## src/rtl/alu8_pkg.sv

```systemverilog
package alu8_pkg;

  typedef enum logic [3:0] {
    OP_ADC  = 4'd0,
    OP_SBC  = 4'd1,
    OP_CMP  = 4'd2,
    OP_AND  = 4'd3,
    OP_OR   = 4'd4,
    OP_XOR  = 4'd5,
    OP_ASL  = 4'd6,
    OP_LSR  = 4'd7,
    OP_ROL  = 4'd8,
    OP_ROR  = 4'd9,
    OP_XCN  = 4'd10,
    OP_INC  = 4'd11,
    OP_DEC  = 4'd12,
    OP_MUL  = 4'd13,
    OP_DIV  = 4'd14,
    OP_NONE = 4'd15
  } alu_op_e;

  typedef struct packed {
    logic n;
    logic v;
    logic h;
    logic z;
    logic c;
  } alu_flags_t;

  typedef enum logic [1:0] {
    MD_IDLE = 2'd0,
    MD_RUN  = 2'd1,
    MD_DONE = 2'd2
  } md_state_e;

endpackage

```

## src/rtl/alu8_addsub.sv

```systemverilog
module alu8_addsub
  import alu8_pkg::*;
#(
  parameter int DW = 8
) (
  input  alu_op_e          op,
  input  logic [DW-1:0]    a,
  input  logic [DW-1:0]    b,
  input  alu_flags_t       fin,
  output logic [DW-1:0]    r,
  output logic             wr,
  output alu_flags_t       fout
);
  localparam int MSB = DW - 1;
  localparam int HB  = DW / 2;

  // One adder serves all three codes; subtraction adds the inverted operand.
  function automatic logic [DW:0] add_cin(input logic [DW-1:0] x,
                                          input logic [DW-1:0] y,
                                          input logic cin);
    return {1'b0, x} + {1'b0, y} + {{DW{1'b0}}, cin};
  endfunction

  logic          is_sub;
  logic          cin;
  logic [DW-1:0] b_eff;
  logic [DW:0]   sum;

  always_comb begin
    is_sub = (op == OP_SBC) || (op == OP_CMP);
    b_eff  = is_sub ? ~b : b;
    cin    = (op == OP_CMP) ? 1'b1 : fin.c;
    sum    = add_cin(a, b_eff, cin);
  end

  always_comb begin
    r    = sum[DW-1:0];
    wr   = (op != OP_CMP);
    fout = fin;
    fout.c = sum[DW];
    fout.n = r[MSB];
    fout.z = (r == '0);
    if (op != OP_CMP) begin
      // a ^ b_eff ^ r gives carry-in to bit HB; inverted operand yields no-borrow
      fout.h = a[HB] ^ b_eff[HB] ^ r[HB];
      if (is_sub) fout.v = (a[MSB] ^ r[MSB]) & (a[MSB] ^ b[MSB]);
      else        fout.v = (a[MSB] ^ r[MSB]) & (b[MSB] ^ r[MSB]);
    end
  end

endmodule

```

## src/rtl/alu8_bitops.sv

```systemverilog
module alu8_bitops
  import alu8_pkg::*;
#(
  parameter int DW = 8
) (
  input  alu_op_e          op,
  input  logic [DW-1:0]    a,
  input  logic [DW-1:0]    b,
  input  alu_flags_t       fin,
  output logic [DW-1:0]    r,
  output alu_flags_t       fout
);
  localparam int MSB = DW - 1;
  localparam int HB  = DW / 2;

  function automatic logic [DW-1:0] swap_halves(input logic [DW-1:0] x);
    return {x[HB-1:0], x[DW-1:HB]};
  endfunction

  always_comb begin
    r    = a;
    fout = fin;
    unique case (op)
      OP_AND: r = a & b;
      OP_OR:  r = a | b;
      OP_XOR: r = a ^ b;
      OP_INC: r = a + DW'(1);
      OP_DEC: r = a - DW'(1);
      OP_ASL: begin r = {a[MSB-1:0], 1'b0};  fout.c = a[MSB]; end
      OP_LSR: begin r = {1'b0, a[MSB:1]};    fout.c = a[0];   end
      OP_ROL: begin r = {a[MSB-1:0], fin.c}; fout.c = a[MSB]; end
      OP_ROR: begin r = {fin.c, a[MSB:1]};   fout.c = a[0];   end
      OP_XCN: r = swap_halves(a);
      default: r = a;
    endcase
    fout.n = r[MSB];
    fout.z = (r == '0);
  end

endmodule

```

## src/rtl/alu8_muldiv.sv

```systemverilog
module alu8_muldiv
  import alu8_pkg::*;
#(
  parameter int DW = 8
) (
  input  logic          clk,
  input  logic          rst_n,
  input  logic          start,
  input  logic          start_div,
  input  logic [DW-1:0] a,
  input  logic [DW-1:0] b,
  output logic          busy,
  output logic          done,
  output logic          is_div,
  output logic          div_zero,
  output logic [DW-1:0] lo,
  output logic [DW-1:0] hi
);
  localparam int CW = (DW > 1) ? $clog2(DW) : 1;
  localparam logic [CW-1:0] LAST = CW'(DW - 1);

  md_state_e     state;
  logic [CW-1:0] cnt;
  logic [DW-1:0] hi_q, lo_q, mc_q;
  logic          div_q, dz_q;

  // shift-add multiply step: {hi,lo} >> 1 after optional add into hi
  logic [DW:0]   msum;
  logic [DW-1:0] mhi, mlo;
  // restoring divide step: remainder in hi, quotient shifts into lo
  logic [DW:0]   dsh, ddf;
  logic          dge;
  logic [DW-1:0] dhi, dlo;

  always_comb begin
    msum = {1'b0, hi_q} + (lo_q[0] ? {1'b0, mc_q} : '0);
    mhi  = msum[DW:1];
    mlo  = {msum[0], lo_q[DW-1:1]};
    dsh  = {hi_q, lo_q[DW-1]};
    ddf  = dsh - {1'b0, mc_q};
    dge  = (dsh >= {1'b0, mc_q});
    dhi  = dge ? ddf[DW-1:0] : dsh[DW-1:0];
    dlo  = {lo_q[DW-2:0], dge};
  end

  always_ff @(posedge clk or negedge rst_n) begin
    if (!rst_n) begin
      state <= MD_IDLE;
      cnt   <= '0;
      hi_q  <= '0;
      lo_q  <= '0;
      mc_q  <= '0;
      div_q <= 1'b0;
      dz_q  <= 1'b0;
    end else begin
      unique case (state)
        MD_IDLE: if (start) begin
          hi_q  <= '0;
          lo_q  <= start_div ? a : b;
          mc_q  <= start_div ? b : a;
          div_q <= start_div;
          dz_q  <= start_div && (b == '0);
          cnt   <= '0;
          state <= MD_RUN;
        end
        MD_RUN: begin
          hi_q <= div_q ? dhi : mhi;
          lo_q <= div_q ? dlo : mlo;
          cnt  <= cnt + CW'(1);
          if (cnt == LAST) state <= MD_DONE;
        end
        MD_DONE: state <= MD_IDLE;
        default: state <= MD_IDLE;
      endcase
    end
  end

  assign busy     = (state == MD_RUN);
  assign done     = (state == MD_DONE);
  assign is_div   = div_q;
  assign div_zero = dz_q;
  assign lo       = lo_q;
  assign hi       = hi_q;

  // checker-side run-length counter, independent of cnt
  logic [CW:0] run_len;
  always_ff @(posedge clk or negedge rst_n) begin
    if (!rst_n)    run_len <= '0;
    else if (busy) run_len <= run_len + 1'b1;
    else           run_len <= '0;
  end

  p_done_single_r10: assert property (@(posedge clk) disable iff (!rst_n)
    done |=> !done);
  p_run_length_r10: assert property (@(posedge clk) disable iff (!rst_n)
    done |-> (run_len == (CW+1)'(DW)));
  p_rem_below_divisor_r8: assert property (@(posedge clk) disable iff (!rst_n)
    (done && div_q && !dz_q) |-> (hi_q < mc_q));
  p_div0_all_ones_r9: assert property (@(posedge clk) disable iff (!rst_n)
    (done && div_q && dz_q) |-> (lo_q == '1));

endmodule

```

## src/rtl/alu8_core.sv

```systemverilog
module alu8_core
  import alu8_pkg::*;
#(
  parameter int DW = 8
) (
  input  logic          clk,
  input  logic          rst_n,
  input  logic          op_valid,
  input  logic [3:0]    op_code,
  input  logic [DW-1:0] opa,
  input  logic [DW-1:0] opb,
  input  logic [4:0]    flags_in,
  output logic [DW-1:0] res,
  output logic          res_we,
  output logic [DW-1:0] res_hi,
  output logic          res_hi_we,
  output logic [4:0]    flags_out,
  output logic          busy,
  output logic          done
);
  localparam int MSB = DW - 1;

  alu_op_e    op;
  alu_flags_t fin;
  assign op  = alu_op_e'(op_code);
  assign fin = alu_flags_t'(flags_in);

  // named events for the assertions
  logic ev_idle, ev_accept, ev_start_md, ev_arith, ev_bitop;
  logic md_busy, md_done, md_is_div, md_dz;
  logic [DW-1:0] md_lo, md_hi;

  assign ev_idle     = !md_busy && !md_done;
  assign ev_accept   = op_valid && ev_idle;
  assign ev_arith    = ev_accept && (op inside {OP_ADC, OP_SBC, OP_CMP});
  assign ev_bitop    = ev_accept && (op inside {OP_AND, OP_OR, OP_XOR, OP_ASL, OP_LSR,
                                                OP_ROL, OP_ROR, OP_XCN, OP_INC, OP_DEC});
  assign ev_start_md = ev_accept && (op inside {OP_MUL, OP_DIV});

  logic [DW-1:0] as_r, bo_r;
  logic          as_wr;
  alu_flags_t    as_f, bo_f;

  alu8_addsub #(.DW(DW)) u_addsub (
    .op(op), .a(opa), .b(opb), .fin(fin), .r(as_r), .wr(as_wr), .fout(as_f)
  );

  alu8_bitops #(.DW(DW)) u_bitops (
    .op(op), .a(opa), .b(opb), .fin(fin), .r(bo_r), .fout(bo_f)
  );

  alu8_muldiv #(.DW(DW)) u_muldiv (
    .clk(clk), .rst_n(rst_n), .start(ev_start_md), .start_div(op == OP_DIV),
    .a(opa), .b(opb), .busy(md_busy), .done(md_done), .is_div(md_is_div),
    .div_zero(md_dz), .lo(md_lo), .hi(md_hi)
  );

  // flags held from the start cycle of a multiply or divide
  alu_flags_t md_fq;
  always_ff @(posedge clk or negedge rst_n) begin
    if (!rst_n)           md_fq <= '0;
    else if (ev_start_md) md_fq <= fin;
  end

  alu_flags_t md_f;
  always_comb begin
    md_f = md_fq;
    if (md_is_div) begin
      md_f.n = md_lo[MSB];
      md_f.z = (md_lo == '0);
      md_f.v = md_dz;
    end else begin
      md_f.n = md_hi[MSB];
      md_f.z = ({md_hi, md_lo} == '0);
    end
  end

  alu_flags_t fo;
  always_comb begin
    res       = '0;
    res_hi    = '0;
    res_we    = 1'b0;
    res_hi_we = 1'b0;
    fo        = fin;
    if (md_done) begin
      res       = md_lo;
      res_hi    = md_hi;
      res_we    = 1'b1;
      res_hi_we = 1'b1;
      fo        = md_f;
    end else if (ev_arith) begin
      res    = as_r;
      res_we = as_wr;
      fo     = as_f;
    end else if (ev_bitop) begin
      res    = bo_r;
      res_we = 1'b1;
      fo     = bo_f;
    end
  end

  assign flags_out = fo;
  assign busy      = md_busy;
  assign done      = md_done;

  p_cmp_no_write_r3: assert property (@(posedge clk) disable iff (!rst_n)
    (ev_accept && op == OP_CMP) |-> (!res_we && flags_out[3:2] == flags_in[3:2]));
  p_logic_keeps_vhc_r4: assert property (@(posedge clk) disable iff (!rst_n)
    (ev_accept && op inside {OP_AND, OP_OR, OP_XOR, OP_INC, OP_DEC})
      |-> (flags_out[3:2] == flags_in[3:2] && flags_out[0] == flags_in[0]));
  p_start_busy_r10: assert property (@(posedge clk) disable iff (!rst_n)
    ev_start_md |=> busy);
  p_busy_done_excl_r10: assert property (@(posedge clk) disable iff (!rst_n)
    !(busy && done));
  p_no_write_while_busy_r11: assert property (@(posedge clk) disable iff (!rst_n)
    busy |-> (!res_we && !res_hi_we));
  p_div0_sets_v_r9: assert property (@(posedge clk) disable iff (!rst_n)
    (done && md_is_div && md_dz) |-> (flags_out[3] && res == '1));
  p_idle_quiet_r12: assert property (@(posedge clk) disable iff (!rst_n)
    (!op_valid && !done) |-> (!res_we && !res_hi_we && flags_out == flags_in));

endmodule

```

## config.mk

```make
export PLATFORM = sky130hd
export DESIGN_NAME = alu8_core
export DESIGN_NICKNAME = d
export VERILOG_FILES = /design/src/rtl/alu8_pkg.sv /design/src/rtl/alu8_addsub.sv /design/src/rtl/alu8_bitops.sv /design/src/rtl/alu8_muldiv.sv /design/src/rtl/alu8_core.sv
export SDC_FILE = /design/constraint.sdc
export NUM_CORES = 1
export LEC_CHECK = 0
export BUFFER_PORTS_ARGS = -buffer_cell sky130_fd_sc_hd__buf_2
export CAP_MARGIN = 40
export CORE_MARGIN = 1.5
export CORE_UTILIZATION = 40
export CTS_CLUSTER_SIZE = 14
export DETAILED_ROUTE_END_ITERATION = 7
export PLACE_DENSITY = 0.66
export SYNTH_ARGS = -nofsm -noshare
export SYNTH_HDL_FRONTEND = slang
export SYNTH_SLANG_ARGS = --single-unit
export TNS_END_PERCENT = 1
```

## constraint.sdc

```tcl
create_clock -name clk -period 3.2 [get_ports clk]
set_clock_uncertainty 0.15 [all_clocks]
set_input_delay 0 -clock clk [delete_from_list [all_inputs] [get_ports clk]]
set_output_delay 0 -clock clk [all_outputs]
set_load 0.05 [all_outputs]
```

**Word level (Yosys, flattened, before mapping)**

Index checks and enable logic that the tools add are counted.

- Register bits: 34
- Input port bits: 28
- Output and inout port bits: 25
- Logic and storage cells: 109

- $add $sub $neg: 7
- Magnitude comparators: 1
- Equality and inequality tests: 20
- Mux-type cells: 35
- Bitwise operators: 11
- Reductions and logical operators: 25

Operators by type and width:

| kind | number |
|---|---|
| 8-bit two-way mux | 13 |
| 8-bit case mux with 10 select lines | 1 |
| 8-bit zero test | 4 |
| 8-bit case mux with 2 select lines | 2 |
| 4-bit equality test, second input constant | 7 |
| 8-bit by 8-bit adder with 9-bit output | 2 |
| 4-bit by 3-bit equality test with 1-bit output, second input constant | 4 |
| 16-bit zero test | 1 |
| 5-bit two-way mux | 3 |
| 10-bit nonzero test | 1 |
| 9-bit by 1-bit adder with 9-bit output | 1 |
| 9-bit by 8-bit greater-or-equal comparator with 1-bit output | 1 |
| 1-bit two-way mux | 9 |
| 8-bit by 1-bit adder with 8-bit output, second input constant | 1 |
| 8-bit bitwise AND | 1 |
| 4-bit by 2-bit equality test with 1-bit output, second input constant | 2 |
| 8-bit inverter | 1 |
| 8-bit OR | 1 |
| 8-bit by 1-bit subtractor with 8-bit output, second input constant | 1 |
| 8-bit subtractor | 1 |
| 8-bit XOR | 1 |
| 1-bit logical AND | 6 |
| 2-bit two-way mux | 3 |
| 3-bit case mux with 2 select lines | 1 |
| 21 further kinds | 31 |

**Depth between registers and ports, before layout**

- Word-level depth: 11
- Gate-level depth with buffers: 15
- Depth with buffers taken out: 14

**Cells and area by module**

From an unflattened synthesis, not the netlist that was laid out.

- Cells, all modules: 661
- Area total of the unflattened synthesis: 5171.2 um2

Modules (own cells, without submodules):

| module | instances | cells each | area each (um2) | seq. area each (um2) |
|---|---|---|---|---|
| alu8_muldiv | 1 | 255 | 2323.5 | 775.7 |
| alu8_bitops | 1 | 245 | 1671.6 | 0.0 |
| alu8_core | 1 | 85 | 619.3 | 75.1 |
| alu8_addsub | 1 | 76 | 556.8 | 0.0 |

**Least setup slack after synthesis**

Ideal clock, no wire load.

- Path type: in2out
- Start: in op_code[2]
- End: out flags_out[1]
- Arrival time: 3.467 ns
- Data required time: 3.050 ns
- Slack: -0.417 ns
- Stages: 15
- Path buffers: 1
- Path through: buf_2 -> nor2_1 -> nand2_1 -> xnor2_1 -> fa_1 -> inv_1 -> fa_1 -> a211oi_1 -> o31ai_1 -> a21oi_1 -> xor2_1 -> inv_1 -> o31ai_1 -> o21ai_1 -> o31ai_2

- Longest elaborated chain between the ends: 8
- Elaborated cells on any way between the ends: 28
- Classes of those cells: add/sub (2); eq/ne (12); mux (6); reduce/logical (8)

Ends and longest elaborated chain:

| element | line | source |
|---|---|---|
| start: declaration | alu8_core.sv:9 | `input logic [3:0] op_code,` |
| 4-bit by 1-bit equality test with 1-bit output or 4-bit by 2-bit equality test with 1-bit output (tied branches) | alu8_addsub.sv:30, alu8_core.sv:35, alu8_addsub.sv:32 |  |
| 1-bit logical OR | alu8_addsub.sv:30 | `is_sub = (op == OP_SBC) \|\| (op == OP_CMP);` |
| 8-bit two-way mux | alu8_addsub.sv:31 | `b_eff = is_sub ? ~b : b;` |
| 8-bit by 8-bit adder with 9-bit output | alu8_addsub.sv:21 | `return {1'b0, x} + {1'b0, y} + {{DW{1'b0}}, cin};` |
| 9-bit by 1-bit adder with 9-bit output | alu8_addsub.sv:21 |  |
| 8-bit zero test | alu8_addsub.sv:42 | `fout.z = (r == '0);` |
| 5-bit two-way mux (*) | alu8_core.sv:91 | `end else if (ev_arith) begin` |
| 5-bit two-way mux (*) | alu8_core.sv:85 | `if (md_done) begin` |
| end: declaration | alu8_core.sv:17 | `output logic [4:0] flags_out,` |

Every way passes the cells marked *; elsewhere a longest branch is shown, timed or not.

**Worst setup path in the final report**

- Start: in op_code[1]
- End: out flags_out[1]

Same word-level chain as after synthesis.

==> flow_metrics.env <==
export IMPL_outcome="finished, final reports clean"
export IMPL_holdWs_ps=23.1
export IMPL_wirelength_mm=15.8
export IMPL_synth_edf_count=0
export IMPL_antenna_cells=0
export IMPL_netlist_instances=631
export IMPL_viasPerCell=5.97
export IMPL_crit_type="in -> out"
export IMPL_yosysWarningCount=0
export IMPL_io_pins=53
export IMPL_die_area_um2=12200
export IMPL_worst_pin_slew_ps=901
export IMPL_power_switching_mw=2.05
export IMPL_fin_area_um2=5480
export IMPL_grt_max_degree=35
export IMPL_cp_num_buf_inv=5
export IMPL_first_global_vias=4660
export IMPL_combPwrFrac_pct=65.6
export IMPL_synth_common_cells="o21ai_0 (69), nand2_1 (66), a21oi_1 (56)"
export IMPL_worstHoldPathType="in -> reg"
export IMPL_cts_htree_levels=2
export IMPL_clkPwrFrac_pct=14.1
export IMPL_slew_headroom_pct=39.9
export IMPL_min_period_ps=3050
export IMPL_core_um2=11300
export IMPL_dp_cells=824
export IMPL_fin_util_pct=48.4
export IMPL_ys_flop_type="dfrtp_1"
export IMPL_yosys_top_cells_area="dfrtp_1 (18%), ha_1 (12%), o21ai_0 (7.5%)"
export IMPL_ys_seq_area_share_pct=18.5
export IMPL_path_cells="buf_2 -> buf_4 -> nor2b_1 -> a21oi_2 -> fa_2 -> inv_1 -> fa_2 -> a211oi_2 -> buf_4 -> nor2_1 -> xnor2_1 -> nand3_1 -> o31ai_4 -> o21ai_2 -> o31ai_4 -> buf_6"
export IMPL_drv_cap=0
export IMPL_fin_nets=773
export IMPL_antenna_found_initial=0
export IMPL_p_sw_share_pct=50.5
export IMPL_critPathLaunchType="input port"
export IMPL_startpoint="op_code[1]"
export IMPL_wl_per_cell_um=18.8
export IMPL_seq_power_share_pct=20.3
export IMPL_end_kind="primary output"
export IMPL_avgSynthCellArea_um2=7.31
export IMPL_cts_tree="done"
export IMPL_path_clk_slew_ps=60
export IMPL_grt_total_usage_pct=26.1
export IMPL_ys_types=63
export IMPL_synth_top_area_share_pct=18.5
export IMPL_yosysMostFrequentCell="o21ai_0"
export IMPL_initial_core_util_pct=40.7
export IMPL_clk_latency_ps=290
export IMPL_rsz0062_at_grt="false"
export IMPL_hold_start="opa[6]"
export IMPL_power_density_nw_per_um2=741
export IMPL_p_int_mw=2.01
export IMPL_cts_root_buffer="clkbuf_16"
export IMPL_leakagePower_nw=2.52
export IMPL_drcViolationCount=0
export IMPL_first_pass_iters=8
export IMPL_row_count=39
export IMPL_ir_worst_vdd_v=0.000570
export IMPL_worst_slack_ps=151
export IMPL_hold_path_depth=3
export IMPL_cp_required_ps=3050
export IMPL_cp_top_family="compound AO/OA/AOI/OAI gates"
export IMPL_grt_pass1_wl_mm=24.1
export IMPL_die_x_um=110
export IMPL_crit_arrival_ps=2900
export IMPL_grt_remaining_overflow=0
export IMPL_async_flop_share_pct=100
export IMPL_crit_cells=16
export IMPL_fin_cells=839
export IMPL_drtAntennaViolNets=0
export IMPL_critPathSlowestCell="fa_2"
export IMPL_synthToLayoutAreaGrowth_pct=18.8
export IMPL_r2r_worst_path_cells=10
export IMPL_drive_gt1_share_pct=18.0
export IMPL_die_height_um=110
export IMPL_setup_viol=0
export IMPL_drtIter0Drc=435
export IMPL_setup_tns_ps=0
export IMPL_io_buffers=52
export IMPL_power_total_mw=4.06
export IMPL_finalWeightedCongestion=1.03
export IMPL_dp_slack_ps=-95.5
export IMPL_fmax_ghz=0.328
export IMPL_maxSlewViolCount=0
export IMPL_syn_nets=709
export IMPL_slowest_delay_ps=350
export IMPL_period_share_pct=95.3
export IMPL_vias=5006
export IMPL_synth_area_um2=4610
export IMPL_dpl_hpwl_mm=11.9
export IMPL_cts_made_buffers=5
export IMPL_crit_reg2reg_launch="u_muldiv.mc_q[1]"
export IMPL_cts_sinks=34
export IMPL_yosysTopAreaCell="dfrtp_1"
export IMPL_crit_fanout=2
export IMPL_synth_seq_cells=34
export IMPL_finalHoldViolCount=0
export IMPL_cts_buffer_depth=2
export IMPL_dpl_instance_area_um2=5160
[final timing paths]
check | end | slack [ps]
max | flags_out[1] | 150
min | u_muldiv.mc_q[6] | 20
max reg2reg | u_muldiv.hi[1] | 310
min reg2reg | u_muldiv.div_zero | 340
max in group asynchronous | u_muldiv.lo[3] | 2190
min in group asynchronous | u_muldiv.hi[5] | 200
[layout by cell type, fill, tap and decap left out, drive strengths merged, types with 9 or more instances in the layout]
| master | instances |
|---|---|
| o21ai | 79 |
| nand3 | 11 |
| dfrtp | 34 |
| ha | 46 |
| inv | 37 |
| nor2 | 55 |
| a22oi | 11 |
| a21oi | 56 |
| xnor2 | 26 |
| and2 | 20 |
| nand2 | 66 |
| nor2b | 12 |
| mux2i | 13 |
| buf | 90 |
| nand2b | 9 |
| nor3 | 11 |
[power groups by stage]
stage               sequential, mW  clock (mW)  combinational (mW)
floorplan                    0.744           0                1.95
global placement             0.819           0                2.50
detailed placement           0.829           0                2.56
CTS                          0.822       0.571                2.60
global route                 0.851       0.590                2.91
finish                       0.824       0.571                2.66
[tightest hold or removal path: cells and delay by family]
kind	cells	cell delay, ps
AO/OA/AOI/OAI	2	220
buffers and inverters	1	190
[state kept, by name, indices dropped and copies added, names as in the netlist]
name               flops
md_f                   2
md_fq                  1
u_muldiv.cnt           3
u_muldiv.div_zero      1
u_muldiv.hi            8
u_muldiv.is_div        1
u_muldiv.lo            8
u_muldiv.mc_q          8
u_muldiv.state         2
[cells by family after synthesis]
| logic type | count (synthesis) | share of synthesized area (%) |
|---|---|---|
| AO/OA/AOI/OAI | 208 | 27.7 |
| multiplexers | 21 | 4.78 |
| XOR/XNOR | 33 | 6.43 |
| buffers and inverters | 77 | 6.87 |
| AND/OR/NAND/NOR | 208 | 21.5 |
| adder cells (fa/ha/maj) | 50 | 14.2 |
| flip-flops | 34 | 18.5 |
[final cells by class]
cell class	instances	area, µm²
well taps	143	179
repair buffers	96	612
multi-input cells	520	3520
clock inverters	3	45.0
fillers	1093	5850
inverters	38	143
clock buffers	5	125
flip-flops and latches	34	851
[layer usage]
metal  global-route usage [%]  routed length, µm
met5                        0                  0
met2                     40.1               7040
met3                     5.17               1630
met1                     35.7               6630
met4                     10.8                484
[repair_timing]
action,CTS,global route
resized for setup,4,12
endpoints found under the setup margin,1,4
setup buffers,0,1
hold buffers,6,0
pin swaps,0,11
endpoints found under the hold margin,38,0
Power figures use the tool's default switching activity.
